## src/rtl/segldr_pkg.sv

```systemverilog
package segldr_pkg;
  typedef enum logic [1:0] {PH_IDLE, PH_ADDR, PH_CTRL, PH_DATA} phase_e;

  // strobes from the bus sequencer to the register datapath
  typedef struct packed {
    logic       ctrlLoad;
    logic       dataLoad;
    logic [7:0] byteVal;
  } dpStrobe_t;
endpackage

```

## src/rtl/segldr_bus.sv

```systemverilog
module segldr_bus
  import segldr_pkg::*;
#(
  parameter logic [6:0] DEV_ADDR = 7'h3A,
  parameter int SYNC_STAGES = 2
) (
  input  logic      clk,
  input  logic      rstN,
  input  logic      sclIn,
  input  logic      sdaIn,
  input  logic      devSel,
  output dpStrobe_t stb,
  output logic      sdaOe
);
  localparam int SW = SYNC_STAGES + 1;

  logic [SW-1:0] sclSync, sdaSync;
  logic scl, sclDly, sda, sdaDly;
  logic sclRise, sclFall, startSeen, stopSeen;
  phase_e phase, nextPhase;
  logic [3:0] bitCnt;
  logic [7:0] shReg;
  logic ackSlot, ackNow, commit;

  always_ff @(posedge clk or negedge rstN) begin
    if (!rstN) begin
      sclSync <= '1;
      sdaSync <= '1;
    end else begin
      sclSync <= {sclSync[SW-2:0], sclIn};
      sdaSync <= {sdaSync[SW-2:0], sdaIn};
    end
  end

  assign scl    = sclSync[SW-2];
  assign sclDly = sclSync[SW-1];
  assign sda    = sdaSync[SW-2];
  assign sdaDly = sdaSync[SW-1];

  assign sclRise   = scl & ~sclDly;
  assign sclFall   = ~scl & sclDly;
  assign startSeen = scl & sclDly & sdaDly & ~sda;
  assign stopSeen  = scl & sclDly & ~sdaDly & sda;

  always_comb begin
    ackNow    = 1'b0;
    nextPhase = PH_IDLE;
    unique case (phase)
      PH_ADDR: begin
        ackNow    = (shReg == {DEV_ADDR, 1'b0});
        nextPhase = ackNow ? PH_CTRL : PH_IDLE;
      end
      PH_CTRL: begin
        ackNow    = 1'b1;
        nextPhase = PH_DATA;
      end
      PH_DATA: begin
        ackNow    = devSel;
        nextPhase = PH_DATA;
      end
      default: begin
        ackNow    = 1'b0;
        nextPhase = PH_IDLE;
      end
    endcase
  end

  assign commit = sclFall & ~ackSlot & (bitCnt == 4'd8) & (phase != PH_IDLE);

  always_comb begin
    stb.ctrlLoad = commit & (phase == PH_CTRL);
    stb.dataLoad = commit & (phase == PH_DATA);
    stb.byteVal  = shReg;
  end

  always_ff @(posedge clk or negedge rstN) begin
    if (!rstN) begin
      phase   <= PH_IDLE;
      bitCnt  <= '0;
      shReg   <= '0;
      ackSlot <= 1'b0;
      sdaOe   <= 1'b0;
    end else if (startSeen) begin
      phase   <= PH_ADDR;
      bitCnt  <= '0;
      ackSlot <= 1'b0;
      sdaOe   <= 1'b0;
    end else if (stopSeen) begin
      phase   <= PH_IDLE;
      ackSlot <= 1'b0;
      sdaOe   <= 1'b0;
    end else if (phase != PH_IDLE) begin
      if (sclRise && !ackSlot && bitCnt < 4'd8) begin
        shReg  <= {shReg[6:0], sda};
        bitCnt <= bitCnt + 4'd1;
      end
      if (sclFall) begin
        if (ackSlot) begin
          ackSlot <= 1'b0;
          sdaOe   <= 1'b0;
          bitCnt  <= '0;
        end else if (bitCnt == 4'd8) begin
          ackSlot <= 1'b1;
          sdaOe   <= ackNow;
          phase   <= nextPhase;
        end
      end
    end
  end
endmodule

```

## src/rtl/segldr_regs.sv

```systemverilog
module segldr_regs
  import segldr_pkg::*;
#(
  parameter int NUM_SEG = 8,
  parameter int SEG_W   = 8,
  parameter int VEC_W   = 6
) (
  input  logic                     clk,
  input  logic                     rstN,
  input  dpStrobe_t                stb,
  input  logic [VEC_W-$clog2(NUM_SEG)-1:0] subAddr,
  output logic                     devSel,
  output logic [7:0]               ctrlReg,
  output logic [NUM_SEG*SEG_W-1:0] segRegs
);
  localparam int IDX_W = $clog2(NUM_SEG);
  localparam int SUB_W = VEC_W - IDX_W;
  localparam int MODE_BIT = 6;

  logic [VEC_W-1:0] vec, vecNext;
  logic [IDX_W-1:0] regIdx;
  logic [SUB_W-1:0] vecSub;
  logic duplex;

  assign vec    = ctrlReg[VEC_W-1:0];
  assign duplex = ctrlReg[MODE_BIT];
  assign regIdx = vec[IDX_W-1:0];
  assign vecSub = vec[VEC_W-1:IDX_W];

  // duplex ignores the top subaddress bit
  assign devSel = duplex ? (vecSub[SUB_W-2:0] == subAddr[SUB_W-2:0])
                         : (vecSub == subAddr);
  assign vecNext = vec + (duplex ? VEC_W'(1) : VEC_W'(2));

  always_ff @(posedge clk or negedge rstN) begin
    if (!rstN)             ctrlReg <= '0;
    else if (stb.ctrlLoad) ctrlReg <= stb.byteVal;
    else if (stb.dataLoad) ctrlReg[VEC_W-1:0] <= vecNext;
  end

  for (genvar k = 0; k < NUM_SEG; k++) begin : g_seg
    always_ff @(posedge clk or negedge rstN) begin
      if (!rstN)
        segRegs[k*SEG_W +: SEG_W] <= '0;
      else if (stb.dataLoad && devSel && regIdx == IDX_W'(k))
        segRegs[k*SEG_W +: SEG_W] <= stb.byteVal[SEG_W-1:0];
    end
  end
endmodule

```

## src/rtl/segldr_top.sv

```systemverilog
module segldr_top
  import segldr_pkg::*;
(
  input  logic        clk,
  input  logic        rstN,
  input  logic        sclIn,
  input  logic        sdaIn,
  input  logic [2:0]  subAddr,
  output logic        sdaOe,
  output logic [7:0]  ctrlReg,
  output logic [63:0] segRegs
);
  dpStrobe_t stb;
  logic devSel;

  segldr_bus #(.DEV_ADDR(7'h3A), .SYNC_STAGES(2)) u_bus (
    .clk(clk), .rstN(rstN), .sclIn(sclIn), .sdaIn(sdaIn),
    .devSel(devSel), .stb(stb), .sdaOe(sdaOe)
  );

  segldr_regs #(.NUM_SEG(8), .SEG_W(8), .VEC_W(6)) u_regs (
    .clk(clk), .rstN(rstN), .stb(stb), .subAddr(subAddr),
    .devSel(devSel), .ctrlReg(ctrlReg), .segRegs(segRegs)
  );
endmodule

```

## config.mk

```make
export PLATFORM = sky130hd
export DESIGN_NAME = segldr_top
export DESIGN_NICKNAME = d
export VERILOG_FILES = /design/src/rtl/segldr_pkg.sv /design/src/rtl/segldr_bus.sv /design/src/rtl/segldr_regs.sv /design/src/rtl/segldr_top.sv
export SDC_FILE = /design/constraint.sdc
export NUM_CORES = 1
export LEC_CHECK = 0
export BUFFER_PORTS_ARGS = -buffer_cell sky130_fd_sc_hd__clkbuf_2
export CAP_MARGIN = 10
export CORE_UTILIZATION = 50
export CTS_CLUSTER_DIAMETER = 100
export DETAILED_ROUTE_END_ITERATION = 8
export GPL_TIMING_DRIVEN = 0
export PLACE_DENSITY_LB_ADDON = 0.12
export SYNTH_ARGS = -nofsm -noshare
export SYNTH_HDL_FRONTEND = slang
export SYNTH_SLANG_ARGS = --single-unit
```

## constraint.sdc

```tcl
create_clock -name clk -period 2.2 [get_ports clk]
set_clock_uncertainty 0.1 [all_clocks]
set_input_delay 0.22 -clock clk [delete_from_list [all_inputs] [get_ports clk]]
set_output_delay 0.22 -clock clk [all_outputs]
set_load 0.03 [all_outputs]
```

Word level (Yosys, flattened, before mapping)
Index checks and enable logic that the tools add are counted.
- memories kept: 0
- memory bits (read-only): 0
- register bits after elaboration: 94
- memory bits (writable): 0
- latch bits: 0
- $mul: 0
- order comparisons: 1
- bitwise operators: 19
- add/sub/neg operators: 2
- muxes and demuxes: 31
- eq/ne operators: 16
- div/mod/pow operators: 0
- reduce and logical (&&, ||, !) cells: 26
- shift operators: 0
- operator list (operator ; number):
    two-way mux 4 bit ; 6
    two-way mux 2 bit ; 8
    two-way mux 1 bit ; 13
    AND 1 bit ; 12
    == test 3 bit (second input constant) ; 4
    two-way mux 6 bit ; 2
    logical AND 1 bit ; 11
    nonzero test 3 bit ; 3
    == test 8 x 7 -> 1 bit (second input constant) ; 1
    AND reduction 4 bit ; 2
    NOT 1 bit ; 7
    adder 6 bit ; 1
    == test 3 x 2 -> 1 bit (second input constant) ; 2
    nonzero test 2 bit ; 3
    adder 4 x 1 -> 4 bit (second input constant) ; 1
    == test 2 bit (second input constant) ; 2
    == test 4 bit (second input constant) ; 1
    less-than comparator 4 bit (second input constant) ; 1
    case mux 2 bit (2 select lines) ; 1
    AND reduction 2 bit ; 2
    nonzero test 4 bit ; 1
    == test 3 x 1 -> 1 bit (second input constant) ; 1
    == test 3 bit ; 1
    zero test 3 bit ; 1
    other kinds (8) ; 8

Depth between registers and ports, before layout
Gate-level depths: netlist of run 1.
- word-level depth: 10
- depth in mapped cells: 7
- gate-level depth less buffers: 6

Cells and area by module
Synthesis of run 1 repeated with hierarchy kept, for this count alone.
- cells, all modules: 282
- area, all modules: 4187.8 µm²
- by module, submodules not included (module ; times used ; cells each ; area an instance (µm²)):
    segldr_regs ; 1 ; 193 ; 3148.0
    segldr_bus ; 1 ; 89 ; 1039.7

Worst setup path after synthesis of run 1
OpenSTA, ideal clock, no wires.
- path type: reg2reg
- start: register u_regs.ctrlReg[3]
- end: register u_regs.segRegs[48]
- setup time: 0.125 ns
- slack: -0.064 ns
- cell stages (with the launch flop): 7
- data arrival time: 2.039 ns
- buffers on the path: 2
- cells stage by stage: dfrtp_1 buf_4 xnor2_2 o211ai_4 or4_1 buf_6 mux2_4
- longest elaborated chain between the ends: 4
- elaborated cells on any way between the ends: 5
- RTL lines (element ; RTL line ; text):
    start, declared ; segldr_regs.sv:13 ; output logic [7:0] ctrlReg,
    start signal, assigned ; segldr_regs.sv:37 ; else if (stb.ctrlLoad) ctrlReg <= stb.byteVal;
    start signal, assigned by index ; segldr_regs.sv:38 ; else if (stb.dataLoad) ctrlReg[VEC_W-1:0] <= vecNext;
    == test 3 bit or == test 2 bit (tied branches) ; segldr_regs.sv:32, segldr_regs.sv:31 ;
    two-way mux 1 bit * ; segldr_regs.sv:31 ; assign devSel = duplex ? (vecSub[SUB_W-2:0] == subAddr[SUB_W-2:0])
    logical AND 1 bit * (2 in series) ; segldr_regs.sv:45 ; else if (stb.dataLoad && devSel && regIdx == IDX_W'(k))
    end signal, assigned by index ; segldr_regs.sv:46 ; segRegs[k*SEG_W +: SEG_W] <= stb.byteVal[SEG_W-1:0];
    end, declared ; segldr_regs.sv:14 ; output logic [NUM_SEG*SEG_W-1:0] segRegs
Every way passes the cells marked *; elsewhere a longest branch is shown, timed or not.
A chain may end at the register's enable or synchronous reset.

Worst setup path in the final report of run 1
- start: register u_bus.bitCnt[0]
- end: register u_regs.segRegs[49]
- longest elaborated chain between the ends: 6
- RTL lines (element ; RTL line ; text):
    start, declared ; segldr_bus.sv:21 ; logic [3:0] bitCnt;
    start signal, assigned ; segldr_bus.sv:95 ; bitCnt <= bitCnt + 4'd1;
    == test 4 bit ; segldr_bus.sv:68 ; assign commit = sclFall & ~ackSlot & (bitCnt == 4'd8) & (phase != PH_IDLE);
    AND 1 bit (2 in series) ; segldr_bus.sv:68 ;
    AND 1 bit ; segldr_bus.sv:72 ; stb.dataLoad = commit & (phase == PH_DATA);
    logical AND 1 bit (2 in series) ; segldr_regs.sv:45 ;
No other way between the ends.

==> results by stage, run 1 <==
Global route:
- The first global-routing pass estimated between 10 and 15 mm of wire.
- In the global route stage, overall resource usage came out at a little under a quarter.
- The aggregate global routing overflow is 0.
- The pin count of the biggest net entering global routing is 52.
- The via count of the first global-routing pass is roughly 2700.
- The number of antenna violations at the first check in global routing is 0.

Placed design:
- Port buffering added 79 buffers.
- The placer's final routability congestion estimate is around 0.79.
- The cell area after placement is about 4800 µm².
- Detailed placement finished with a half-perimeter wire length of between 6 and 7 mm.

Floorplan:
- From bottom edge to top edge, the die measures roughly 94 µm.
- The total die area is 8820 µm².
- The region available for standard cell placement spans between 8000 and 9000 µm².
- The floorplan has 33 rows.
- From left edge to right edge, the die measures 93.9 µm.
- The starting density of the core is between 50% and 60%.
- During I/O placement, the number of pins put on the boundary was 80.

Worst setup path:
- The start-to-end type of the worst setup path is reg2reg.
- The largest single stage delay on the critical path is 660 ps.
- The slowest library cell on the worst path is sky130_fd_sc_hd__or4_4.
- In this run the critical register-to-register path is launched from u_bus.bitCnt[0]$_DFFE_PN0P_.
- The endpoint kind of the worst setup timing path is a register.
- Walking the worst path, the cells encountered are inv_2, ha_4, and4bb_2, nand3_4, or4_4, mux2_4.
- The critical path data required time is roughly 2300 ps.
- The beginning of the critical path is u_bus.bitCnt[0]$_DFFE_PN0P_.
- The maximum fanout count along the critical path is 8.
- Data arrives at the worst endpoint at roughly 2400 ps.
- The worst setup path is launched from a register.

Synthesis:
- The most used flip-flop cell after synthesis is sky130_fd_sc_hd__dfrtp_1.
- The synthesized netlist contains 46 unique library cells.
- The fraction of synthesis flops using an asynchronous set or reset pin is 100%.
- By area, the combinational part of the netlist is dominated by multiplexers.
- Yosys mapped a number of flops with a built-in enable equal to 0.
- The synthesized netlist devotes 10.7% of its cell area to simple gates.
- After synthesis, the mean cell area works out to roughly 14 µm².
- During synthesis, Yosys emitted a total of 0 warnings.
- The instance count of the mapped netlist is a little under 300.
- The cell area after synthesis is 4220 µm².
- The synthesized netlist devotes 1.21% of its cell area to XOR and XNOR gates.
- The share of the synthesized area in compound gates (AO/OA/AOI/OAI) is under 10%.
- Synthesis inferred 94 register bits.
- The portion of synthesized area spent on multiplexers is 23.0%.
- The post-synthesis net count is 308.
- The post-synthesis sequential area ratio is about 56%.
- Summing the areas of all fa, ha and maj instances in the mapped netlist gives ~1.7% of the synthesized area.

CTS:
- The later pin in the worst-skew pair is clocked with a latency of around 360 ps.
- The H-tree depth reported by CTS is 3.
- TritonCTS built the clock tree.
- The tree built by TritonCTS fans out to between 90 and 100 sinks.
- The clock slew seen by the registers of the worst setup and hold paths is approximately 90 ps.
- The cell sitting at the root of the clock tree is a sky130_fd_sc_hd__clkbuf_8.
- The number of buffers between clock root and the deepest sink is 2.
- The number of buffers added by the clock tree synthesis step is 9.

Timing:
- The final total negative setup slack is -172 ps.
- The number of endpoints with negative hold slack in the final report was 0.
- Subtracting the final worst setup slack from the clock period gives around 2200 ps.
- The count of final setup violators is 9.
- The slew of the pin with the lowest slew margin is approximately 700 ps.
- Setup repair after global routing could not meet its margin everywhere.
- The worst slew margin relative to its limit is 52.4%.
- The final count of pins violating max slew was 0.
- The least setup slack across all paths after layout is -28.8 ps.
- The maximum achievable frequency is 0.449 GHz.
- The share of the clock period used by the worst path is 101%.

Drt:
- The routed length per instance is approximately 18 µm.
- For this block, the via count after detailed routing is roughly 2800.
- The number of detailed-routing iterations run before antenna repair is 4.
- The wire length after detailed routing is between 9 and 10 mm.
- After detailed routing, the number of vias per cell comes to roughly 5.4.
- For this block, the initial DRC count from the detailed router was a little under 100.
- The count of nets left with antenna violations once routing finished came out at 0.
- After detailed routing, the number of remaining DRC violations is 0.

Cells and area:
- The signed area change from the synthesized netlist to the final layout is 23.3%.
- The core occupancy in the finished layout is between 60% and 70%.
- The library cells used most frequently in the layout, excluding fill and tap cells, are 87 x sky130_fd_sc_hd__dfrtp_1, 79 x sky130_fd_sc_hd__clkbuf_2, 46 x sky130_fd_sc_hd__mux2_4.
- Summing all non-filler instances in the final layout gives an area of approximately 5200 µm².
- Cells with a size suffix above 1 make up 53.4% of the layout.
- The leading cell type in the layout, fill and taps excluded is sky130_fd_sc_hd__dfrtp_1.
- The repair_antennas step left the layout with diodes totalling 0.
- The number of nets at the end of the flow is about 410.

Power:
- The overall power of the completed layout is around 0.0034 W.
- The power per unit of standard cell area is between 600 and 700 nW/µm².
- The largest voltage drop on the vdd net is slightly above 400 µV.
- The static leakage is between 2 and 3 nW.

Min path:
- The launch point of the worst hold path is u_bus.sclSync[0]$_DFF_PN1_.
- The min-delay analysis places its worst path in the category reg2reg.

Job:
- The count of maximum capacitance violations is 0.

Run status:
- The run finished, with violations left.
- The final reports fail on negative setup slack.
-- logic make-up (layout without fill, tap and decap cells) --
family,Yosys count,in the layout
mux,76,76
flops,94,94
compound gates,26,26
xor+xnor,5,5
buf+inv,25,135
fa+ha+maj,5,5
simple gates,65,65
-- synthesized netlist by cell type (all sizes together) (3+ instances only) --
master | instances | area (µm²)
clkbuf | 13 | 48.8
nand3b | 3 | 22.5
a31oi | 3 | 18.8
nor3 | 4 | 20.0
or4 | 4 | 30.0
nor2 | 8 | 30.0
ha | 4 | 50.1
inv | 6 | 22.5
o21ai | 7 | 35.0
nand2b | 5 | 31.3
dfstp | 6 | 158
buf | 6 | 63.8
nand3 | 6 | 35.0
nor4 | 4 | 85.1
nand4 | 3 | 18.8
o22ai | 3 | 18.8
a21oi | 5 | 25.0
mux2 | 74 | 953
dfrtp | 88 | 2200
nand2 | 11 | 41.3
or3 | 3 | 18.8
xnor2 | 4 | 42.6
-- flip-flops by register name, indices dropped and copies added (netlist names) --
| register | cells |
|---|---|
| u_bus.sdaOe | 1 |
| u_bus.sclSync | 3 |
| u_bus.bitCnt | 4 |
| u_bus.phase | 2 |
| u_regs.segRegs | 64 |
| u_bus.ackSlot | 1 |
| u_bus.shReg | 8 |
| u_bus.sdaSync | 3 |
| u_regs.ctrlReg | 8 |
-- layout make-up --
| type | instances | area [µm²] |
|---|---|---|
| clock buffer | 9 | 124 |
| buffer | 15 | 72.6 |
| fill | 659 | 2970 |
| timing repair buffer | 99 | 592 |
| clock inverter | 6 | 77.6 |
| sequential | 94 | 2360 |
| multi-input combinational | 177 | 1830 |
| inverter | 6 | 22.5 |
| tap | 105 | 131 |
-- power breakdown --
group / switching [W] / internal (W)
combinational: 0.000221 / 0.000164
sequential: 0.0000366 / 0.00177
clock: 0.000641 / 0.000543
-- metal layers --
layer  global-route usage, %  up-vias  share of wire (%)
met5                       0        -                  0
met4                    6.28        0                1.4
met3                    5.74        9                4.4
met2                    34.8       65                 47
met1                    32.3     1407                 47
li1                        -     1273                  -
-- stage by stage --
stage | instances | hold WS, ps | setup slack (ps)
final | 511 | 262 | -28.8
after global placement | 480 | 209 | -506
after detailed placement | 481 | 210 | -322
after floorplan | 296 | -176 | 0.254
after CTS | 507 | 264 | -18.0
after global routing | 511 | 266 | -77.2
-- final timing paths --
kind                                                   to  slack, ps  cells after the start
setup / recovery           u_regs.segRegs[49]$_DFFE_PN0P_        -30                      6
hold / removal                 u_bus.sclSync[1]$_DFF_PN1_        260                      0
min in group asynchronous  u_regs.segRegs[28]$_DFFE_PN0P_        370                      2
max in group asynchronous  u_regs.segRegs[62]$_DFFE_PN0P_        970                      3
hold reg to reg                u_bus.sclSync[1]$_DFF_PN1_        260                      0
setup reg to reg           u_regs.segRegs[49]$_DFFE_PN0P_        -30                      6
-- critical path: cells and delay by family (launching register included) --
kind                     cells  cell delay, ps
buffers and inverters        1              80
flip-flops                   1             420
multiplexers                 1             330
AND/OR/NAND/NOR              3            1050
adder cells (fa/ha/maj)      1             130
-- what timing repair did --
action,in CTS,in global routing
resized for setup,11,20
buffers inserted,12,4
endpoints found under the hold margin,46,0
pin swaps,8,1
setup endpoints to repair,64,64
gates cloned,0,0
hold buffers,3,0
Note: power is estimated with default switching activity, not from simulation.
==> run 2, diff against run 1 <==
--- a/config.mk
+++ b/config.mk
@@ -11,7 +11,7 @@
 export CTS_CLUSTER_DIAMETER = 100
 export DETAILED_ROUTE_END_ITERATION = 8
 export GPL_TIMING_DRIVEN = 0
-export PLACE_DENSITY_LB_ADDON = 0.12
+export PLACE_DENSITY_LB_ADDON = 0.2
 export SYNTH_ARGS = -nofsm -noshare
 export SYNTH_HDL_FRONTEND = slang
 export SYNTH_SLANG_ARGS = --single-unit
==> results by stage, run 2 (synthesis results as in run 1) <==
Global route:
- The number of antenna violations at the first check in global routing is 0.
- Global routing used roughly 22% of the available tracks across all layers.
- The wire length of the first global-routing pass is ~15 mm.
- Entering global routing, the biggest net connects 62 pins.
- The aggregate global routing overflow is 0.
- The via count of the first global-routing pass was between 2000 and 3000.

Worst setup path:
- STA puts the critical path data required time at 2330 ps.
- By startpoint and endpoint, the worst setup path is classified as reg2reg.
- The largest single stage delay on the critical path is between 600 and 700 ps.
- The data arrival at the endpoint of the critical path is roughly 2400 ps.
- STA classifies the critical path endpoint as a register.
- The maximum fanout count along the critical path is 8.
- Walking the worst path, the cells encountered are inv_2, ha_4, and4bb_2, nand3_4, or4_4, mux2_4.
- For flop-to-flop paths, the worst setup slack is -40 ps.
- The sort of element at the start of the critical path is a register.
- The slowest library cell on the worst path is sky130_fd_sc_hd__or4_4.

Floorplan:
- The total core area is 8180 µm².
- 80 I/O pins were placed.
- For this configuration, the core starts out at a cell density of 51.7%.
- The total die area is ~8800 µm².
- The chip height is 93.9 µm.
- From left edge to right edge, the die measures around 94 µm.
- The number of cell rows is 33.

CTS:
- The clock insertion delay at the later pin of the skew report is about 350 ps.
- TritonCTS created 9 clock buffers.
- The number of buffers between clock root and the deepest sink is 2.
- The H-tree depth reported by CTS is 3.
- Clock tree synthesis selected as its root buffer the cell sky130_fd_sc_hd__clkbuf_8.
- TritonCTS built the clock tree.
- The clock slew seen by the registers of the worst setup and hold paths is roughly 100 ps.
- The number of clock sinks is 94.

Placed design:
- The placer's final routability congestion estimate is around 0.76.
- Buffers placed on the I/O ports in this run total 79.
- The sum of net half-perimeters after detailed placement is just over 6 mm.
- The total placed cells including tap cells is 481.
- Summing all placed instances gives a cell area of 4790 µm².

Drt:
- The number of vias in the routed layout is 2748.
- After detailed routing, the average wire length per cell comes to roughly 18 µm.
- In this run, the number of DRC markers left after iteration 0 of detailed routing was 109.
- For this run, the detailed router's first-pass iteration total came to 4.
- The number of remaining DRC errors is 0.
- Dividing the detail-routed via count by the number of cells gives ~5.4.
- For this block, the routed nets add up to 9.07 mm of wire.
- The post-route antenna net violation count is 0.

Power:
- The overall power of the completed layout is 0.00345 W.
- For this design the static power due to leakage is 2.70 nW.
- The largest voltage drop on the vdd net is ~410 µV.
- Dividing total power by cell area gives a power density of ~660 nW/µm².

Job:
- The count of maximum capacitance violations is 0.

Timing:
- The maximum achievable frequency is between 0.4 and 0.5 GHz.
- Setup slack on the critical path of the routed design comes to -37.3 ps.
- Headroom to the max-slew limit came out at between 60% and 70%.
- The count of final setup violators is 17.
- The share of the clock period used by the worst path is 102%.
- The final-layout worst hold slack is approximately 260 ps.
- The number of endpoints with negative hold slack in the final report came to 0.
- The final count of pins violating max slew is 0.
- Setup repair after global routing could not meet its margin everywhere.
- The minimum clock period is roughly 2200 ps.
- The slew of the pin with the lowest slew margin is a little under 600 ps.

Cells and area:
- In the layout the commonest cells are 87 x sky130_fd_sc_hd__dfrtp_1, 79 x sky130_fd_sc_hd__clkbuf_2, 40 x sky130_fd_sc_hd__mux2_4.
- The area taken by flip-flops and latches is between 2000 and 2500 µm².
- The core occupancy in the finished layout is a little under two thirds.
- The multi-input combinational cells in the finished layout cover a total of around 1800 µm².
- The final instance area is approximately 5200 µm².
- In the final design database the tool counted slightly above 400 nets.
- The number of standard cells in the final layout excluding fillers is around 500.
- The register with the most flip-flops is u_regs.segRegs.
- The layout has 650 filler cells.
- The leading cell type in the layout, fill and taps excluded is sky130_fd_sc_hd__dfrtp_1.
- The largest registers in the layout are u_regs.segRegs (64), u_bus.shReg (8), u_regs.ctrlReg (8).
- Relative to the synthesized area, the layout overhead comes to 23.2%.
- The fraction of layout instances using a drive strength above 1 is roughly 53%.
- The register with the most flip-flops in the layout has 64 of them.
- 0 antenna diodes ended up in the layout.

Run status:
- The final reports fail on negative setup slack.
- The run finished, with violations left.

Min path:
- The path class of the tightest hold or removal check is reg2reg.
-- run 2: cell types whose count changed in the layout (fill, tap and decap cells not counted), moves of 2 or more --
cell                     before  now
sky130_fd_sc_hd__mux2_2      28   34
sky130_fd_sc_hd__mux2_4      46   40
sky130_fd_sc_hd__buf_12       2    0
sky130_fd_sc_hd__inv_8        2    0
-- run 2: worst paths after layout --
kind	start	endpoint	cells after the start
max	u_bus.bitCnt[0]$_DFFE_PN0P_	u_regs.segRegs[63]$_DFFE_PN0P_	6
min	u_bus.sdaSync[0]$_DFF_PN1_	u_bus.sdaSync[1]$_DFF_PN1_	0
max reg2reg	u_bus.bitCnt[0]$_DFFE_PN0P_	u_regs.segRegs[63]$_DFFE_PN0P_	6
min reg2reg	u_bus.sdaSync[0]$_DFF_PN1_	u_bus.sdaSync[1]$_DFF_PN1_	0
max in group asynchronous	rstN	u_bus.sdaSync[2]$_DFF_PN1_	3
min in group asynchronous	rstN	u_regs.segRegs[52]$_DFFE_PN0P_	2
-- run 2: cell type report --
| type | count | area share [%] |
|---|---|---|
| Clock inverter | 6 | 1.78 |
| Sequential cell | 94 | 45.4 |
| Buffer | 15 | 1.39 |
| Tap cell | 105 | 2.52 |
| Timing Repair Buffer | 97 | 11.0 |
| Inverter | 6 | 0.433 |
| Clock buffer | 10 | 2.64 |
| Multi-Input combinational cell | 177 | 34.9 |
-- run 2: power breakdown --
| group | total, W | switching, W | internal, W |
|---|---|---|---|
| sequential | 0.00181 | 0.0000342 | 0.00177 |
| combinational | 0.000352 | 0.000206 | 0.000146 |
| clock | 0.00129 | 0.000614 | 0.000677 |
-- run 2: repair_timing --
item,4_1_cts,5_1_grt
gates resized for setup,10,15
endpoints found under the setup margin,64,51
pin swaps,5,2
hold endpoints to repair,35,0
cloned,0,0
hold buffers,3,0
setup buffers,11,3
-- run 2: metal layers --
layer,wire length [µm],GRT usage (%)
met1,3980,29.6
met2,4500,36.6
met3,482,5.50
met4,110,7.05
met5,0,0
-- run 2: metrics by stage --
step | setup slack, ps | TNS (ps)
global route | -94.6 | -2040
CTS | -28.0 | -512
global placement | -497 | -38870
floorplan | 0.254 | 0
detailed placement | -341 | -14320
finish | -37.3 | -420
-- run 2: critical path: cells and delay by family (launching register included) --
kind / cells / cell delay [ps]
and+or+nand+nor: 3 / 1060
DFF: 1 / 400
muxes: 1 / 340
adders and majority gates: 1 / 130
buffers and inverters: 1 / 80
==> run 3, diff against run 2 <==
--- a/config.mk
+++ b/config.mk
@@ -12,6 +12,7 @@
 export DETAILED_ROUTE_END_ITERATION = 8
 export GPL_TIMING_DRIVEN = 0
 export PLACE_DENSITY_LB_ADDON = 0.2
+export SETUP_SLACK_MARGIN = 0.4
 export SYNTH_ARGS = -nofsm -noshare
 export SYNTH_HDL_FRONTEND = slang
 export SYNTH_SLANG_ARGS = --single-unit
==> results by stage, run 3 (synthesis results as in run 1) <==
Drt:
- Using the TritonRoute via totals, the vias-per-cell ratio works out to 5.41.
- The count of nets left with antenna violations once routing finished came out at 0.
- The number of remaining DRC errors is 0.
- The first detailed-routing pass took 4 iterations.
- The number of vias in the routed layout is ~2800.
- The wire length after detailed routing is roughly 9.5 mm.
- The number of design-rule violations left by the first detailed-router iteration is 130.
- After detailed routing, the average wire length per cell comes to about 18 µm.

Timing:
- The maximum achievable frequency is about 0.45 GHz.
- Counting I/O delays and the setup requirement, the final critical path takes 2220 ps.
- The share of the clock period used by the worst path is 101%.
- After layout, the worst setup slack is -21.0 ps.
- The worst slew margin relative to its limit is 50.6%.
- The final count of pins violating max slew was 0.
- The number of endpoints with negative hold slack in the final report was 0.
- Setup repair after global routing could not meet its margin everywhere.
- The final total negative setup slack is -128 ps.
- The slew of the pin with the lowest slew margin is 742 ps.
- Setup violations remaining at the end of the flow were counted as 8.

Worst setup path:
- The worst setup path is launched from a register.
- The critical path data required time is roughly 2400 ps.
- Of all nets on the critical path, the largest fanout is 8.
- The data arrival at the endpoint of the critical path is roughly 2400 ps.
- The start-to-end type of the worst setup path is reg2reg.
- STA classifies the critical path endpoint as a register.

Floorplan:
- Once the floorplan was initialized, standard cells occupied ~52% of the core.
- The floorplan step defined a die boundary enclosing 8820 µm².
- The total core area is 8180 µm².
- Pin placement for this block handled 80 I/O pins.
- In this run the vertical extent of the chip is around 94 µm.
- The number of cell rows is 33.
- The width of the chip is roughly 94 µm.

Cells and area:
- The repair_antennas step left the layout with diodes totalling 0.
- Ranked by flip-flop count, first place goes to u_regs.segRegs.
- The leading cell type in the layout, fill and taps excluded is sky130_fd_sc_hd__dfrtp_1.
- In the layout the commonest cells are 84 x sky130_fd_sc_hd__dfrtp_1, 79 x sky130_fd_sc_hd__clkbuf_2, 64 x sky130_fd_sc_hd__mux2_4.
- The fraction of layout instances using a drive strength above 1 is 56.8%.
- At the end of the flow, the number of nets in the layout was between 400 and 500.
- The largest registers in the layout are u_regs.segRegs (64), u_bus.shReg (8), u_regs.ctrlReg (8).
- The register with the most flip-flops in the layout has 64 of them.
- For this run, the share of the core covered by cells in the final layout is around two thirds.
- The final-layout fill cell count is about 590.
- Compared with the post-synthesis result, the final layout area differs by 30.5%.
- The area taken by flip-flops and latches is 2360 µm².
- Once layout is complete, the cells apart from fillers number 517.
- Summing all multi-input logic gate instances after layout gives between 1500 and 2000 µm².

Job:
- The count of maximum capacitance violations is 0.

Run status:
- The final reports fail on negative setup slack.
- The run finished, with violations left.

Placed design:
- The total placed cells including tap cells is slightly below 500.
- The count of buffers from port buffering is 79.
- Prior to clock tree synthesis, the placed netlist has a worst setup slack of -221 ps.
- The sum of net half-perimeters after detailed placement is 5.99 mm.
- At the end of routability-driven placement, the weighted congestion stood at around 0.78.

Power:
- For this design the ratio of total power to cell area is around 640 nW/µm².
- Across the VDD grid, the largest voltage drop is approximately 470 µV.
- After layout, the design draws a total of ~0.0035 W.
- The analysis attributes to cell leakage a power of about 2.8 nW.

CTS:
- The clock insertion delay at the later pin of the skew report is 380 ps.
- The number of buffers added by the clock tree synthesis step is 9.
- The clock tree root buffer cell is sky130_fd_sc_hd__clkbuf_8.
- TritonCTS built the clock tree.
- The H-tree depth reported by CTS is 3.
- The clock slew seen by the registers of the worst setup and hold paths is roughly 90 ps.
- Counting along the longest clock path gives a buffer depth of 2.
- The number of clock sinks is 94.

Global route:
- Entering global routing, the biggest net connects 53 pins.
- The number of antenna violations at the first check in global routing came to 0.
- For this run the aggregate overflow at the end of global routing stands at 0.
- The first global-routing pass estimated around 15 mm of wire.
- The total track usage is a little under a quarter.
- The via count of the first global-routing pass is about 2800.

Min path:
- The classification of the worst-slack hold path is reg2reg.
run 3: changes by cell type in the layout (fill, tap and decap cells not counted), moves of 3 or more:
cell                      before  now
sky130_fd_sc_hd__mux2_4       40   64
sky130_fd_sc_hd__mux2_2       34   10
sky130_fd_sc_hd__nor2_4        0    3
sky130_fd_sc_hd__buf_6         3    7
sky130_fd_sc_hd__buf_12        0    5
sky130_fd_sc_hd__dfrtp_1      87   84
sky130_fd_sc_hd__dfrtp_2       1    4
sky130_fd_sc_hd__nor2_1        8    5
run 3: critical path, stage by stage (launching register included):
cell and delay (ps):
sky130_fd_sc_hd__dfrtp_1 400, sky130_fd_sc_hd__inv_2 80, sky130_fd_sc_hd__ha_4 120, sky130_fd_sc_hd__and4bb_2 280
sky130_fd_sc_hd__nand3_4 120, sky130_fd_sc_hd__or4_4 550, sky130_fd_sc_hd__buf_8 160, sky130_fd_sc_hd__mux2_4 290
run 3: final cells by class:
cell class,count,share of cell area (%)
multi-input combinational,177,36.2
timing repair buffer,100,11.4
sequential,94,42.9
buffer,19,2.70
clock inverter,5,1.47
tap,105,2.38
clock buffer,11,2.56
inverter,6,0.408
run 3: power by group:
| group | internal (W) | switching (W) | leakage (nW) | total [W] |
|---|---|---|---|---|
| registers | 0.00177 | 0.0000345 | 1.28 | 0.00181 |
| clock network | 0.000674 | 0.000619 | 0.110 | 0.00129 |
| logic | 0.000175 | 0.000231 | 1.41 | 0.000406 |
run 3: routing by layer:
layer  vias to the layer above  share of wire [%]  global-route usage [%]
met5                         -                  0                       0
met4                         0                2.6                    11.5
met3                        20                5.3                    4.05
met2                        74                 48                    34.9
met1                      1426                 45                    32.4
li1                       1279                  -                       -
run 3: metrics by stage:
step,hold WS [ps],instance area [µm²]
2_1_floorplan,-176,4350
3_3_place_gp,209,4880
3_5_place_dp,209,4900
4_1_cts,262,5370
5_1_grt,270,5510
6_report,262,5510
run 3: repair_timing:
item / 4_1_cts / 5_1_grt
buffers inserted: 11 / 6
pin swaps: 8 / 7
cloned: 0 / 0
hold buffers: 3 / 0
endpoints found under the setup margin: 82 / 82
resized for setup: 24 / 23
hold endpoints to repair: 49 / 0
run 3: path summary, 6_finish.rpt:
check / start / slack [ps] / depth (start not counted) / endpoint
max: u_bus.bitCnt[0]$_DFFE_PN0P_ / -20 / 7 / u_regs.segRegs[51]$_DFFE_PN0P_
min: u_bus.sclSync[0]$_DFF_PN1_ / 260 / 0 / u_bus.sclSync[1]$_DFF_PN1_
max reg2reg: u_bus.bitCnt[0]$_DFFE_PN0P_ / -20 / 7 / u_regs.segRegs[51]$_DFFE_PN0P_
min reg2reg: u_bus.sclSync[0]$_DFF_PN1_ / 260 / 0 / u_bus.sclSync[1]$_DFF_PN1_
max in group asynchronous: rstN / 910 / 3 / u_bus.sdaSync[0]$_DFF_PN1_
min in group asynchronous: rstN / 360 / 2 / u_bus.bitCnt[2]$_DFFE_PN0P_
